**config.mk**
```make
export PLATFORM = sky130hd
export DESIGN_NAME = can_lpm_seq
export DESIGN_NICKNAME = d
export VERILOG_FILES = /design/src/rtl/can_lpm_pkg.sv /design/src/rtl/can_lpm_idle_cnt.sv /design/src/rtl/can_lpm_fsm.sv /design/src/rtl/can_lpm_flags.sv /design/src/rtl/can_lpm_seq.sv
export SDC_FILE = /design/constraint.sdc
export NUM_CORES = 1
export LEC_CHECK = 0
export CAP_MARGIN = 10
export CORE_AREA = 2 2 39 41
export CTS_CLUSTER_DIAMETER = 80
export DETAILED_ROUTE_END_ITERATION = 10
export DIE_AREA = 0 0 41 43
export PLACE_DENSITY_LB_ADDON = 0.12
export SLEW_MARGIN = 20
export SYNTH_ARGS = -nofsm -noshare
export SYNTH_HDL_FRONTEND = slang
export SYNTH_SLANG_ARGS = --single-unit
```
**constraint.sdc**
```tcl
create_clock -name clk -period 1.8 [get_ports clk]
set_clock_uncertainty 0.2 [all_clocks]
set_input_delay 0.36 -clock clk [delete_from_list [all_inputs] [get_ports clk]]
set_output_delay 0.36 -clock clk [all_outputs]
set_load 0.01 [all_outputs]
```
**src/rtl/can_lpm_pkg.sv**
```systemverilog
package can_lpm_pkg;

  typedef enum logic [2:0] {
    ST_SYNC   = 3'd0,  // after reset, waiting for first idle window
    ST_RUN    = 3'd1,  // synchronised, transmission allowed
    ST_ENTER  = 3'd2,  // low-power requested, waiting for idle window
    ST_SLEEP  = 3'd3,  // low-power mode
    ST_RESYNC = 3'd4   // request dropped, waiting for idle window
  } lpm_state_t;

endpackage

```
**src/rtl/can_lpm_idle_cnt.sv**
```systemverilog
module can_lpm_idle_cnt #(
  parameter int IDLE_BITS = 11,
  localparam int CNT_W = $clog2(IDLE_BITS + 1)
) (
  input  logic             clk,
  input  logic             rst_n,
  input  logic             clr,
  input  logic             en,
  input  logic             bit_stb,
  input  logic             rx_bit,
  output logic             done,
  output logic [CNT_W-1:0] cnt
);

  localparam logic [CNT_W-1:0] LAST = CNT_W'(IDLE_BITS - 1);

  logic [CNT_W-1:0] cnt_q, cnt_d;
  logic             cnt_we;

  assign done   = en && bit_stb && rx_bit && (cnt_q == LAST);
  assign cnt_we = clr || (en && bit_stb);

  always_comb begin
    cnt_d = cnt_q;
    if (clr || !rx_bit || done) cnt_d = '0;
    else                        cnt_d = cnt_q + 1'b1;
  end

  always_ff @(posedge clk or negedge rst_n) begin
    if (!rst_n)      cnt_q <= '0;
    else if (cnt_we) cnt_q <= cnt_d;
  end

  assign cnt = cnt_q;

  AST_CNT_IN_WINDOW: assert property (@(posedge clk) disable iff (!rst_n)
    cnt_q < CNT_W'(IDLE_BITS));
  AST_DOMINANT_RESTARTS: assert property (@(posedge clk) disable iff (!rst_n)
    (en && bit_stb && !rx_bit) |=> (cnt_q == '0));
  AST_NO_STB_HOLDS: assert property (@(posedge clk) disable iff (!rst_n)
    (!bit_stb && !clr) |=> $stable(cnt_q));

endmodule

```
**src/rtl/can_lpm_fsm.sv**
```systemverilog
module can_lpm_fsm
  import can_lpm_pkg::*;
(
  input  logic clk,
  input  logic rst_n,
  input  logic lpm_req,
  input  logic idle_done,
  output logic cnt_clr,
  output logic cnt_en,
  output logic set_sleep,
  output logic set_wake,
  output logic tx_ok
);

  lpm_state_t state_q, state_d;

  always_comb begin
    state_d = state_q;
    unique case (state_q)
      ST_SYNC:   if (idle_done) state_d = ST_RUN;
      ST_RUN:    if (lpm_req) state_d = ST_ENTER;
      ST_ENTER:  if (!lpm_req) state_d = ST_RUN;
                 else if (idle_done) state_d = ST_SLEEP;
      ST_SLEEP:  if (!lpm_req) state_d = ST_RESYNC;
      ST_RESYNC: if (lpm_req) state_d = ST_SLEEP;
                 else if (idle_done) state_d = ST_RUN;
      default:   state_d = ST_SYNC;
    endcase
  end

  always_ff @(posedge clk or negedge rst_n) begin
    if (!rst_n) state_q <= ST_SYNC;
    else        state_q <= state_d;
  end

  assign cnt_clr   = (state_d != state_q);
  assign cnt_en    = (state_q == ST_SYNC) || (state_q == ST_ENTER) ||
                     (state_q == ST_RESYNC);
  assign set_sleep = (state_q == ST_ENTER) && lpm_req && idle_done;
  assign set_wake  = (state_q == ST_RESYNC) && !lpm_req && idle_done;
  assign tx_ok     = (state_q == ST_RUN);

  AST_TX_RISE_CAUSE: assert property (@(posedge clk) disable iff (!rst_n)
    $rose(tx_ok) |-> ($past(idle_done) || !$past(lpm_req)));
  AST_SLEEP_HOLDS_REQ: assert property (@(posedge clk) disable iff (!rst_n)
    (state_q == ST_SLEEP && lpm_req) |=> (state_q == ST_SLEEP));

endmodule

```
**src/rtl/can_lpm_flags.sv**
```systemverilog
module can_lpm_flags (
  input  logic clk,
  input  logic rst_n,
  input  logic set_sleep,
  input  logic set_wake,
  input  logic wake_ie,
  output logic sleep_flag,
  output logic wake_flag,
  output logic irq
);

  logic sleep_q, sleep_d, wake_q, wake_d, flags_we;

  assign flags_we = set_sleep || set_wake;

  always_comb begin
    sleep_d = sleep_q;
    wake_d  = wake_q;
    if (set_sleep) begin
      sleep_d = 1'b1;
      wake_d  = 1'b0;
    end else if (set_wake) begin
      sleep_d = 1'b0;
      wake_d  = 1'b1;
    end
  end

  always_ff @(posedge clk or negedge rst_n) begin
    if (!rst_n) begin
      sleep_q <= 1'b0;
      wake_q  <= 1'b0;
    end else if (flags_we) begin
      sleep_q <= sleep_d;
      wake_q  <= wake_d;
    end
  end

  assign sleep_flag = sleep_q;
  assign wake_flag  = wake_q;
  assign irq        = wake_q & wake_ie;

  AST_FLAGS_EXCLUSIVE: assert property (@(posedge clk) disable iff (!rst_n)
    !(sleep_q && wake_q));
  AST_SLEEP_KILLS_WAKE: assert property (@(posedge clk) disable iff (!rst_n)
    $rose(sleep_q) |-> !wake_q);

endmodule

```
**src/rtl/can_lpm_seq.sv**
```systemverilog
module can_lpm_seq #(
  parameter int IDLE_BITS = 11
) (
  input  logic clk,
  input  logic rst_n,
  input  logic bit_stb,
  input  logic rx_bit,
  input  logic lpm_req,
  input  logic wake_ie,
  output logic sleep_flag,
  output logic wake_flag,
  output logic irq,
  output logic tx_ok
);

  localparam int CNT_W = $clog2(IDLE_BITS + 1);

  logic             cnt_clr, cnt_en, idle_done;
  logic             set_sleep, set_wake;
  logic [CNT_W-1:0] idle_cnt;

  can_lpm_idle_cnt #(.IDLE_BITS(IDLE_BITS)) u_cnt (
    .clk     (clk),
    .rst_n   (rst_n),
    .clr     (cnt_clr),
    .en      (cnt_en),
    .bit_stb (bit_stb),
    .rx_bit  (rx_bit),
    .done    (idle_done),
    .cnt     (idle_cnt)
  );

  can_lpm_fsm u_fsm (
    .clk       (clk),
    .rst_n     (rst_n),
    .lpm_req   (lpm_req),
    .idle_done (idle_done),
    .cnt_clr   (cnt_clr),
    .cnt_en    (cnt_en),
    .set_sleep (set_sleep),
    .set_wake  (set_wake),
    .tx_ok     (tx_ok)
  );

  can_lpm_flags u_flags (
    .clk        (clk),
    .rst_n      (rst_n),
    .set_sleep  (set_sleep),
    .set_wake   (set_wake),
    .wake_ie    (wake_ie),
    .sleep_flag (sleep_flag),
    .wake_flag  (wake_flag),
    .irq        (irq)
  );

  AST_TX_BLOCKED_ASLEEP: assert property (@(posedge clk) disable iff (!rst_n)
    sleep_flag |-> !tx_ok);
  AST_WAKE_AFTER_IDLE: assert property (@(posedge clk) disable iff (!rst_n)
    $rose(wake_flag) |-> ($past(bit_stb && rx_bit) && $past(idle_cnt) == CNT_W'(IDLE_BITS - 1)));
  AST_SLEEP_AFTER_IDLE: assert property (@(posedge clk) disable iff (!rst_n)
    $rose(sleep_flag) |-> ($past(lpm_req) && $past(bit_stb && rx_bit)));
  AST_WAKE_NEEDS_NO_REQ: assert property (@(posedge clk) disable iff (!rst_n)
    $rose(wake_flag) |-> !$past(lpm_req));

endmodule

```
==> flow_metrics.tcl, run 1 <==
set metrics [dict create \
    gp_congestion 0.7262 \
    cap_viol_max_count 0 \
    drc 0 \
    fin_ws_ps 54.81 \
    core_um2 1384 \
    combinationalPowerShare_pct 45.5 \
    die-area_um2 1763 \
    synth_nets 69 \
    p_leak_nw 0.3321 \
    pwr-share-clk_pct 20.0 \
    boundaryPins 10 \
    tritoncts "done" \
    die_h_um 43 \
    hp-class "primary input to async pin" \
    ir_worst_vdd_v 0.0005740 \
    grt_pass1_wl_mm 1.807 \
    clkSlewWorstSetupHoldPaths_ps 60 \
    synthTopCellsByCount "dfrtp_1 (9), nand2_1 (9), a21oi_1 (3), nor2_1 (3), o21ai_0 (3)" \
    netSwitchingPower_w 0.0002719 \
    initial_core_util_pct 40.69 \
    cts.sinks 9 \
    fmax_mhz 573.0 \
    diodes 0 \
    drtPass1Iterations 4 \
    critPathCaptureType "output pin" \
    status "complete, no violations" \
    cts_buffer_depth 2 \
    grt_pass1_vias 467 \
    cts_setup_buffers 0 \
    cp.required_ps 1240 \
    layout.nets 89 \
    ctsRootBufferMaster "clkbuf_4" \
    num_vias 517 \
    crit_slowest_cell "clkdlybuf4s50_1" \
    viasPerCell 5.385 \
    place_ws_ps -213.5 \
    slew_headroom_pct 71.72 \
    die_x_um 41 \
    cts_hold_buf 0 \
    critPathBufInv 1 \
    critPathMaxFanout 4 \
    synth_area_um2 563.0 \
    power.density_nw_per_um2 1018 \
    ys_seq_area_share_pct 40.00 \
    setup_viol 0 \
    io_buffers 9 \
    path_delay_family "buffers and inverters" \
    finalWirelength_mm 1.114 \
    layout-drive-gt1-share_pct 23.75 \
    async_reset_ff_share_pct 100.0 \
    p_seq_share_pct 34.5 \
    grtUsageTotal_pct 15.46 \
    switching_share_pct 34.83 \
    place_hpwl_um 828.8 \
    place_area_um2 720.7 \
    crit_type "register to output pin" \
    finalHoldViolCount 0 \
    gr-total-overflow 0 \
    grt_max_degree 10 \
    synth_edf_count 0 \
    h-tree-depth 1 \
    rsz0062_at_grt "no" \
    synth.avg_cell_area_um2 9.230 \
    synth_top_area_cell "dfrtp_1" \
    final_cell_area_um2 767.0 \
    slew_viol_final 0 \
    fillers 129 \
    yosys-top-cells-area "dfrtp_1 (40%), nand2_1 (6.0%), ha_1 (4.4%), a21oi_1 (2.7%), o21ai_0 (2.7%)" \
    slowest_delay_ps 550 \
    area_growth_pct 36.22 \
    wl_per_cell_um 11.60 \
    synth_warnings 0 \
    worst_slew_pin_slew_ps 422.9 \
    path_cells "clkdlybuf4s50_1" \
    tns_ps 0 \
    first_iter_violations 7 \
    synth_top_area_share_pct 40.00 \
    ant_nets 0 \
    p_int_w 0.0005087 \
    num_rows 14 \
    insertion_delay_ps 260 \
    ys.flop_type "dfrtp_1" \
    period_share_pct 96.96 \
    numCtsBuffers 3 \
    worst-endpoint-arrival_ps 1190 \
    synth-seq-cells 9 \
    synthCells 61 \
    startpoint_type "register" \
    fin_crit_ps 1745 \
    antenna_found_initial 0 \
    synth_cell_types 32 \
]
[final timing paths]
kind	startpoint	to	slack [ps]	cells past startpoint
worst min register to register	u_flags.sleep_flag$_DFFE_PN0P_	u_flags.sleep_flag$_DFFE_PN0P_	340	1
worst max register to register	u_cnt.cnt[0]$_DFFE_PN0P_	u_cnt.cnt[2]$_DFFE_PN0P_	90	5
max in group asynchronous	rst_n	u_flags.wake_flag$_DFFE_PN0P_	910	1
worst min-delay path	rst_n	u_cnt.cnt[3]$_DFFE_PN0P_	200	1
worst max-delay path	u_flags.wake_flag$_DFFE_PN0P_	wake_flag	50	1
min in group clk	u_flags.sleep_flag$_DFFE_PN0P_	u_flags.sleep_flag$_DFFE_PN0P_	340	1
[area by class of cell]
| cell class | instances | area (um2) | share of cell area (%) |
|---|---|---|---|
| clock buffers | 4 | 26.28 | 3.426 |
| multi-input cells | 47 | 332.8 | 43.39 |
| well taps | 16 | 20.02 | 2.610 |
| flip-flops and latches | 9 | 225.2 | 29.36 |
| repair buffers | 18 | 155.1 | 20.23 |
| inverters | 2 | 7.507 | 0.9788 |
[timing repair]
item,in CTS,in global routing
resized for setup,2,5
setup endpoints to repair,2,2
pin swaps,0,1
[power by group through the flow]
| stage | Clock [W] | Sequential (W) | Combinational, W |
|---|---|---|---|
| final | 0.000156 | 0.000269 | 0.000355 |
| after global routing | 0.000173 | 0.000274 | 0.000397 |
| after CTS | 0.000165 | 0.000270 | 0.000341 |
| after detailed placement | 0 | 0.000274 | 0.000347 |
| after global placement | 0 | 0.000273 | 0.000344 |
| after floorplan | 0 | 0.000274 | 0.000222 |
[worst reg2reg max path, stage by stage (launching register included)]
cell     delay, ps
dfrtp_1        350
inv_1           50
ha_1           190
and4b_2        250
or4_1          470
a21oi_1        130
[per-stage QoR]
step / hold slack (ps) / std cells / power (W) / utilization (%)
global placement: 319.8 / 92 / 0.0006171 / 52.08
CTS: 202.4 / 96 / 0.0007761 / 53.80
detailed placement: 329.6 / 92 / 0.0006202 / 52.08
global route: 227.8 / 96 / 0.0008438 / 55.43
floorplan: -135.6 / 61 / 0.0004959 / -
finish: 198.7 / 96 / 0.0007806 / 55.43
[routing by layer]
metal	vias up	global-route usage, %	routed length (um)
li1	258	-	-
met1	248	20.81	509
met2	9	21.56	535
met3	2	6.283	58
met4	0	6.000	10
met5	-	0	0
[cells in the final DEF, fill, tap and decap left out, types with 2 or more instances in the layout]
cell type / n
a21oi_1: 2
o21ai_0: 3
a31oi_1: 2
inv_1: 2
o21a_1: 2
ha_1: 2
dlygate4sd2_1: 2
clkbuf_4: 3
nand2_1: 9
buf_4: 9
dfrtp_1: 9
clkdlybuf4s50_1: 7
nor2_1: 3
[sequential cells by signal (all words and copies together) (netlist names)]
register / cells
u_fsm.state_q: 3
u_flags.wake_flag: 1
u_flags.sleep_flag: 1
u_cnt.cnt: 4
[cell families (layout without fill, tap and decap cells)]
family	count (synthesis)	count (layout)	share of synthesized area [%]
and+or+nand+nor	28	28	30.22
adders and majority gates	2	2	4.444
xor gates and xnor gates	1	1	1.556
AOI/OAI and AO/OA	16	16	18.89
DFF	9	9	40.00
buffers and inverters	5	24	4.888
No activity file was read; power rests on OpenSTA's default activity.
==> run 2: changes to the inputs <==
--- a/config.mk
+++ b/config.mk
@@ -7,7 +7,7 @@
 export LEC_CHECK = 0
 export CAP_MARGIN = 10
 export CORE_AREA = 2 2 39 41
-export CTS_CLUSTER_DIAMETER = 80
+export CTS_CLUSTER_SIZE = 25
 export DETAILED_ROUTE_END_ITERATION = 10
 export DIE_AREA = 0 0 41 43
 export PLACE_DENSITY_LB_ADDON = 0.12
==> constraint.sdc (replaced) <==
create_clock -name clk -period 1.6 [get_ports clk]
set_clock_uncertainty 0.2 [all_clocks]
set_input_delay 0.32 -clock clk [delete_from_list [all_inputs] [get_ports clk]]
set_output_delay 0.32 -clock clk [all_outputs]
set_load 0.01 [all_outputs]
==> run 2 against run 1 <==
  * The flow now finishes with violations (negative setup slack)
  * Flip-flop and latch count unchanged
  * Cell count up 6.3%
  * Total power up 29%
  * Register-to-register slack worse by 180 ps
  * Count of clock-buffer cells in the layout unchanged
  * Global-route usage up 1.9 points
  * Routed wire length up 13%
  * Critical endpoint is now u_cnt.cnt[1]$_DFFE_PN0P_
  * Largest power group unchanged
==> flow_metrics.tcl, run 2 (same netlist as run 1, synthesis figures left out) <==
set metrics [dict create \
    status "finished with violations" \
    violations "negative setup slack" \
    gr-total-overflow 0 \
    h-tree-depth 1 \
    final_cell_area_um2 867.1 \
    switching_share_pct 34.93 \
    p_leak_nw 0.3967 \
    viasPerCell 5.147 \
    boundaryPins 10 \
    cts.sinks 9 \
    finalHoldViolCount 0 \
    largest_reg_flops 4 \
    crit_type "register to register" \
    rsz0062_at_grt "yes" \
    num_vias 525 \
    insertion_delay_ps 250 \
    multiInputGateArea_um2 387.9 \
    cts_hold_buf 0 \
    worst-endpoint-arrival_ps 1670 \
    initial_core_util_pct 40.69 \
    power.density_nw_per_um2 1163 \
    fmax_mhz 592.0 \
    critPathLaunch "u_cnt.cnt[1]$_DFFE_PN0P_" \
    final_cell_mix "buf_4 (12), dfrtp_1 (9), nand2_1 (7), clkdlybuf4s50_1 (4)" \
    combinationalPowerShare_pct 52.6 \
    ant_nets 0 \
    cts_buffer_depth 2 \
    numCtsBuffers 3 \
    clkSlewWorstSetupHoldPaths_ps 60 \
    antenna_found_initial 0 \
    cp.required_ps 1580 \
    place_hpwl_um 907.3 \
    area_growth_pct 54.00 \
    critPathCaptureType "register" \
    slew_viol_final 0 \
    period_share_pct 105.6 \
    fin_crit_ps 1689 \
    grt_pass1_vias 489 \
    r2r_start "u_cnt.cnt[1]$_DFFE_PN0P_" \
    hp-class "primary input to async pin" \
    finalWirelength_mm 1.254 \
    ir_worst_vdd_v 0.0006181 \
    p_seq_share_pct 30.9 \
    drc 0 \
    grt_max_degree 10 \
    reg2reg_depth 5 \
    fin_util_pct 62.66 \
    fin_ws_ps -89.30 \
    p_int_w 0.0006559 \
    slew_headroom_pct 68.78 \
    drtPass1Iterations 4 \
    core_um2 1384 \
    layout-drive-gt1-share_pct 43.02 \
    layout.nets 95 \
    gp_congestion 0.7333 \
    reg2reg_to "u_cnt.cnt[1]$_DFFE_PN0P_" \
    ff2ff_setup_slack_ps -90 \
    grtUsageTotal_pct 17.40 \
    slowest_delay_ps 380 \
    die_h_um 43 \
    critPathMaxFanout 5 \
    num_rows 14 \
    setup_viol 5 \
    netSwitchingPower_w 0.0003521 \
    wl_per_cell_um 12.29 \
    fillers 132 \
    dp.cells 96 \
    place_area_um2 750.7 \
    diodes 0 \
    layout_commonest_cell "buf_4" \
    cap_viol_max_count 0 \
    ctsRootBufferMaster "clkbuf_4" \
    die-area_um2 1763 \
    pwr-share-clk_pct 16.6 \
    worst_hold_slack_ps 168.8 \
    seqCellArea_um2 225.2 \
    tritoncts "done" \
    worst_slew_pin_slew_ps 466.3 \
    io_buffers 9 \
    final_cells 102 \
    die_x_um 41 \
    first_iter_violations 2 \
    grt_pass1_wl_mm 1.980 \
    path_cells "ha_2 -> and4b_2 -> nand2b_4 -> or3_1 -> a21oi_2" \
    crit_slowest_cell "dfrtp_1" \
    startpoint_type "register" \
]
[run 2: power by group through the flow]
stage	clock, W	combinational (W)	sequential, W
floorplan	0	0.000250	0.000308
global placement	0	0.000426	0.000307
detailed placement	0	0.000437	0.000309
CTS	0.000177	0.000504	0.000311
global route	0.000199	0.000574	0.000317
finish	0.000167	0.000530	0.000311
[run 2: layout make-up]
class                   count  share of cell area, %
repair buffers             24                  23.09
well taps                  16                  2.309
flip-flops and latches      9                  25.97
clock buffers               4                  3.030
inverters                   2                 0.8658
multi-input cells          47                  44.73
[run 2: layer usage]
layer,up-vias,share of wire [%],global-route usage [%]
met5,-,0,0
met4,0,1.0,12.00
met3,2,2.4,3.141
met2,8,53,27.81
met1,247,43,19.46
li1,268,-,-
[run 2: what timing repair did]
action / in CTS / in global routing
pin swaps: 11 / 5
resized for setup: 23 / 12
setup buffers: 3 / 0
endpoints found under the setup margin: 11 / 9
[run 2: worst max-delay path by stage]
stage / endpoint / slack, ps / depth (start not counted)
2_1_floorplan: u_flags.sleep_flag$_DFFE_PN0P_ / -40 / 6
5_1_grt: u_cnt.cnt[1]$_DFFE_PN0P_ / -140 / 5
4_1_cts: u_cnt.cnt[3]$_DFFE_PN0P_ / -90 / 5
6_report: u_cnt.cnt[1]$_DFFE_PN0P_ / -90 / 5
3_3_place_gp: u_cnt.cnt[3]$_DFFE_PN0P_ / -340 / 5
3_5_place_dp: u_cnt.cnt[3]$_DFFE_PN0P_ / -390 / 5
[run 2: critical path, delay by kind of cell, from the launching register on]
kind                     cells  cell delay (ps)
AO/OA/AOI/OAI                1              120
adder cells (fa/ha/maj)      1              180
flip-flops                   1              380
AND/OR/NAND/NOR              3              730
[run 2: stage by stage]
step / total power, W / setup WS, ps / setup TNS, ps
after detailed placement: 0.0007459 / -388.2 / -2838
final: 0.001008 / -89.30 / -265.4
after global routing: 0.001090 / -144.7 / -609.7
after floorplan: 0.0005578 / -37.82 / -123.9
after global placement: 0.0007336 / -340.6 / -2499
after CTS: 0.0009917 / -88.33 / -284.6
==> run 3: changes to the inputs <==
--- a/config.mk
+++ b/config.mk
@@ -6,10 +6,11 @@
 export NUM_CORES = 1
 export LEC_CHECK = 0
 export CAP_MARGIN = 10
-export CORE_AREA = 2 2 39 41
+export CORE_MARGIN = 2
+export CORE_UTILIZATION = 35
 export CTS_CLUSTER_SIZE = 25
 export DETAILED_ROUTE_END_ITERATION = 10
-export DIE_AREA = 0 0 41 43
+export HOLD_SLACK_MARGIN = 0.03
 export PLACE_DENSITY_LB_ADDON = 0.12
 export SLEW_MARGIN = 20
 export SYNTH_ARGS = -nofsm -noshare
==> run 3 against run 2 <==
  * The flow still finishes with violations (negative setup slack)
  * Via count up 1.9%
  * Core utilization fell by 7.4 points
  * Largest cell class unchanged
  * Global-route usage fell by 1.6 points
  * Total power shrank 4.7%
==> flow_metrics.tcl, run 3 (same netlist as run 1, synthesis figures left out) <==
set metrics [dict create \
    slew_headroom_pct 68.40 \
    grt_max_degree 10 \
    drt-met1-wl_um 590 \
    grt_pass1_vias 537 \
    grt_pass1_wl_mm 2.256 \
    startpoint_type "register" \
    fillers 144 \
    cts_buffer_depth 2 \
    layout_commonest_cell "buf_4" \
    top_layer "met3" \
    seqCellArea_um2 225.2 \
    clkSlewWorstSetupHoldPaths_ps 70 \
    critPathMaxFanout 4 \
    worst-endpoint-arrival_ps 1720 \
    p_leak_nw 0.3820 \
    grtUsageTotal_pct 15.79 \
    largest_reg_flops 4 \
    antenna_found_initial 0 \
    num_vias 535 \
    place_hpwl_um 889.8 \
    fin_crit_ps 1738 \
    area_growth_pct 47.78 \
    io_buffers 9 \
    die-area_um2 1946 \
    period_share_pct 108.6 \
    gp_congestion 0.8063 \
    diodes 0 \
    cts.sinks 9 \
    dp.cells 98 \
    multiInputGateArea_um2 347.8 \
    fmax_mhz 575.3 \
    power.total_w 0.0009602 \
    finalHoldViolCount 0 \
    critPathCaptureType "register" \
    fin_util_pct 55.23 \
    route.met2.wl_um 576 \
    initial_core_util_pct 37.38 \
    setup_viol 5 \
    h-tree-depth 1 \
    gr-total-overflow 0 \
    tritoncts "done" \
    critPathBufInv 2 \
    boundaryPins 10 \
    viasPerCell 5.194 \
    drtPass1Iterations 4 \
    path_cells "inv_1 -> ha_2 -> and4b_2 -> buf_6 -> or4_4 -> a21oi_2" \
    ir_worst_vdd_v 0.0006471 \
    layout.nets 96 \
    ctsRootBufferMaster "clkbuf_4" \
    finalWirelength_mm 1.226 \
    die_x_um 44.11 \
    wl_per_cell_um 11.90 \
    drc 0 \
    cap_viol_max_count 0 \
    cp.required_ps 1590 \
    crit_slowest_cell "or4_4" \
    worst_slew_pin_slew_ps 472.0 \
    layout-drive-gt1-share_pct 39.08 \
    worst_hold_slack_ps 153.7 \
    final_cell_mix "buf_4 (14), dfrtp_1 (9), nand2_1 (8), clkdlybuf4s50_1 (4)" \
    final_cells 103 \
    violations "negative setup slack" \
    hp-class "primary input to async pin" \
    slowest_delay_ps 410 \
    met3_length_um 59 \
    power.density_nw_per_um2 1154 \
    slew_viol_final 0 \
    status "finished with violations" \
    num_rows 14 \
    die_h_um 44.11 \
    insertion_delay_ps 260 \
    first_iter_violations 9 \
    path_delay_family "simple AND/OR/NAND/NOR gates" \
    rsz0062_at_grt "yes" \
    ant_nets 0 \
    numCtsBuffers 3 \
    fin_ws_ps -138.4 \
    core_um2 1506 \
    crit_type "register to register" \
]
run 3: final cells by class:
type | count | area share, %
flip-flops and latches | 9 | 27.07
repair buffers | 25 | 24.51
clock inverters | 1 | 0.6015
inverters | 2 | 0.9023
multi-input cells | 47 | 41.80
well taps | 16 | 2.406
clock buffers | 3 | 2.707
run 3: layer usage:
layer | track usage (%) | vias to the layer above
met5 | 0 | -
met4 | 3.636 | 0
met3 | 6.122 | 0
met2 | 25.29 | 12
met1 | 20.10 | 253
li1 | - | 270
run 3: report_power, final:
part,total (W),internal [W],switching (W)
Combinational,0.000473,0.000254,0.000219
Sequential,0.000309,0.000277,0.0000325
Clock,0.000178,0.0000923,0.0000861
Total,0.000960,0.000623,0.000338
run 3: timing repair:
| action | 4_1_cts | 5_1_grt |
|---|---|---|
| setup buffers | 1 | 0 |
| pin swaps | 6 | 2 |
| resized for setup | 16 | 9 |
| hold buffers | 0 | 0 |
| endpoints found under the setup margin | 9 | 8 |
run 3: final timing paths:
| kind | from | to | slack, ps | cells past startpoint |
|---|---|---|---|---|
| max | u_cnt.cnt[0]$_DFFE_PN0P_ | u_cnt.cnt[2]$_DFFE_PN0P_ | -140 | 6 |
| min | rst_n | u_cnt.cnt[1]$_DFFE_PN0P_ | 150 | 1 |
| max reg2reg | u_cnt.cnt[0]$_DFFE_PN0P_ | u_cnt.cnt[2]$_DFFE_PN0P_ | -140 | 6 |
| min reg2reg | u_flags.sleep_flag$_DFFE_PN0P_ | u_flags.sleep_flag$_DFFE_PN0P_ | 330 | 1 |
| max in group asynchronous | rst_n | u_fsm.state_q[1]$_DFF_PN0_ | 750 | 1 |
| min in group clk | u_flags.sleep_flag$_DFFE_PN0P_ | u_flags.sleep_flag$_DFFE_PN0P_ | 330 | 1 |
run 3: per-stage QoR:
stage / setup slack, ps / instance area, um2 / setup TNS, ps
after global placement: -328.5 / 765.7 / -2549
after global routing: -201.5 / 832.0 / -972.0
final: -138.4 / 832.0 / -392.7
after CTS: -127.4 / 809.5 / -455.5
after floorplan: -37.82 / 563.0 / -123.9
after detailed placement: -340.7 / 765.7 / -2673
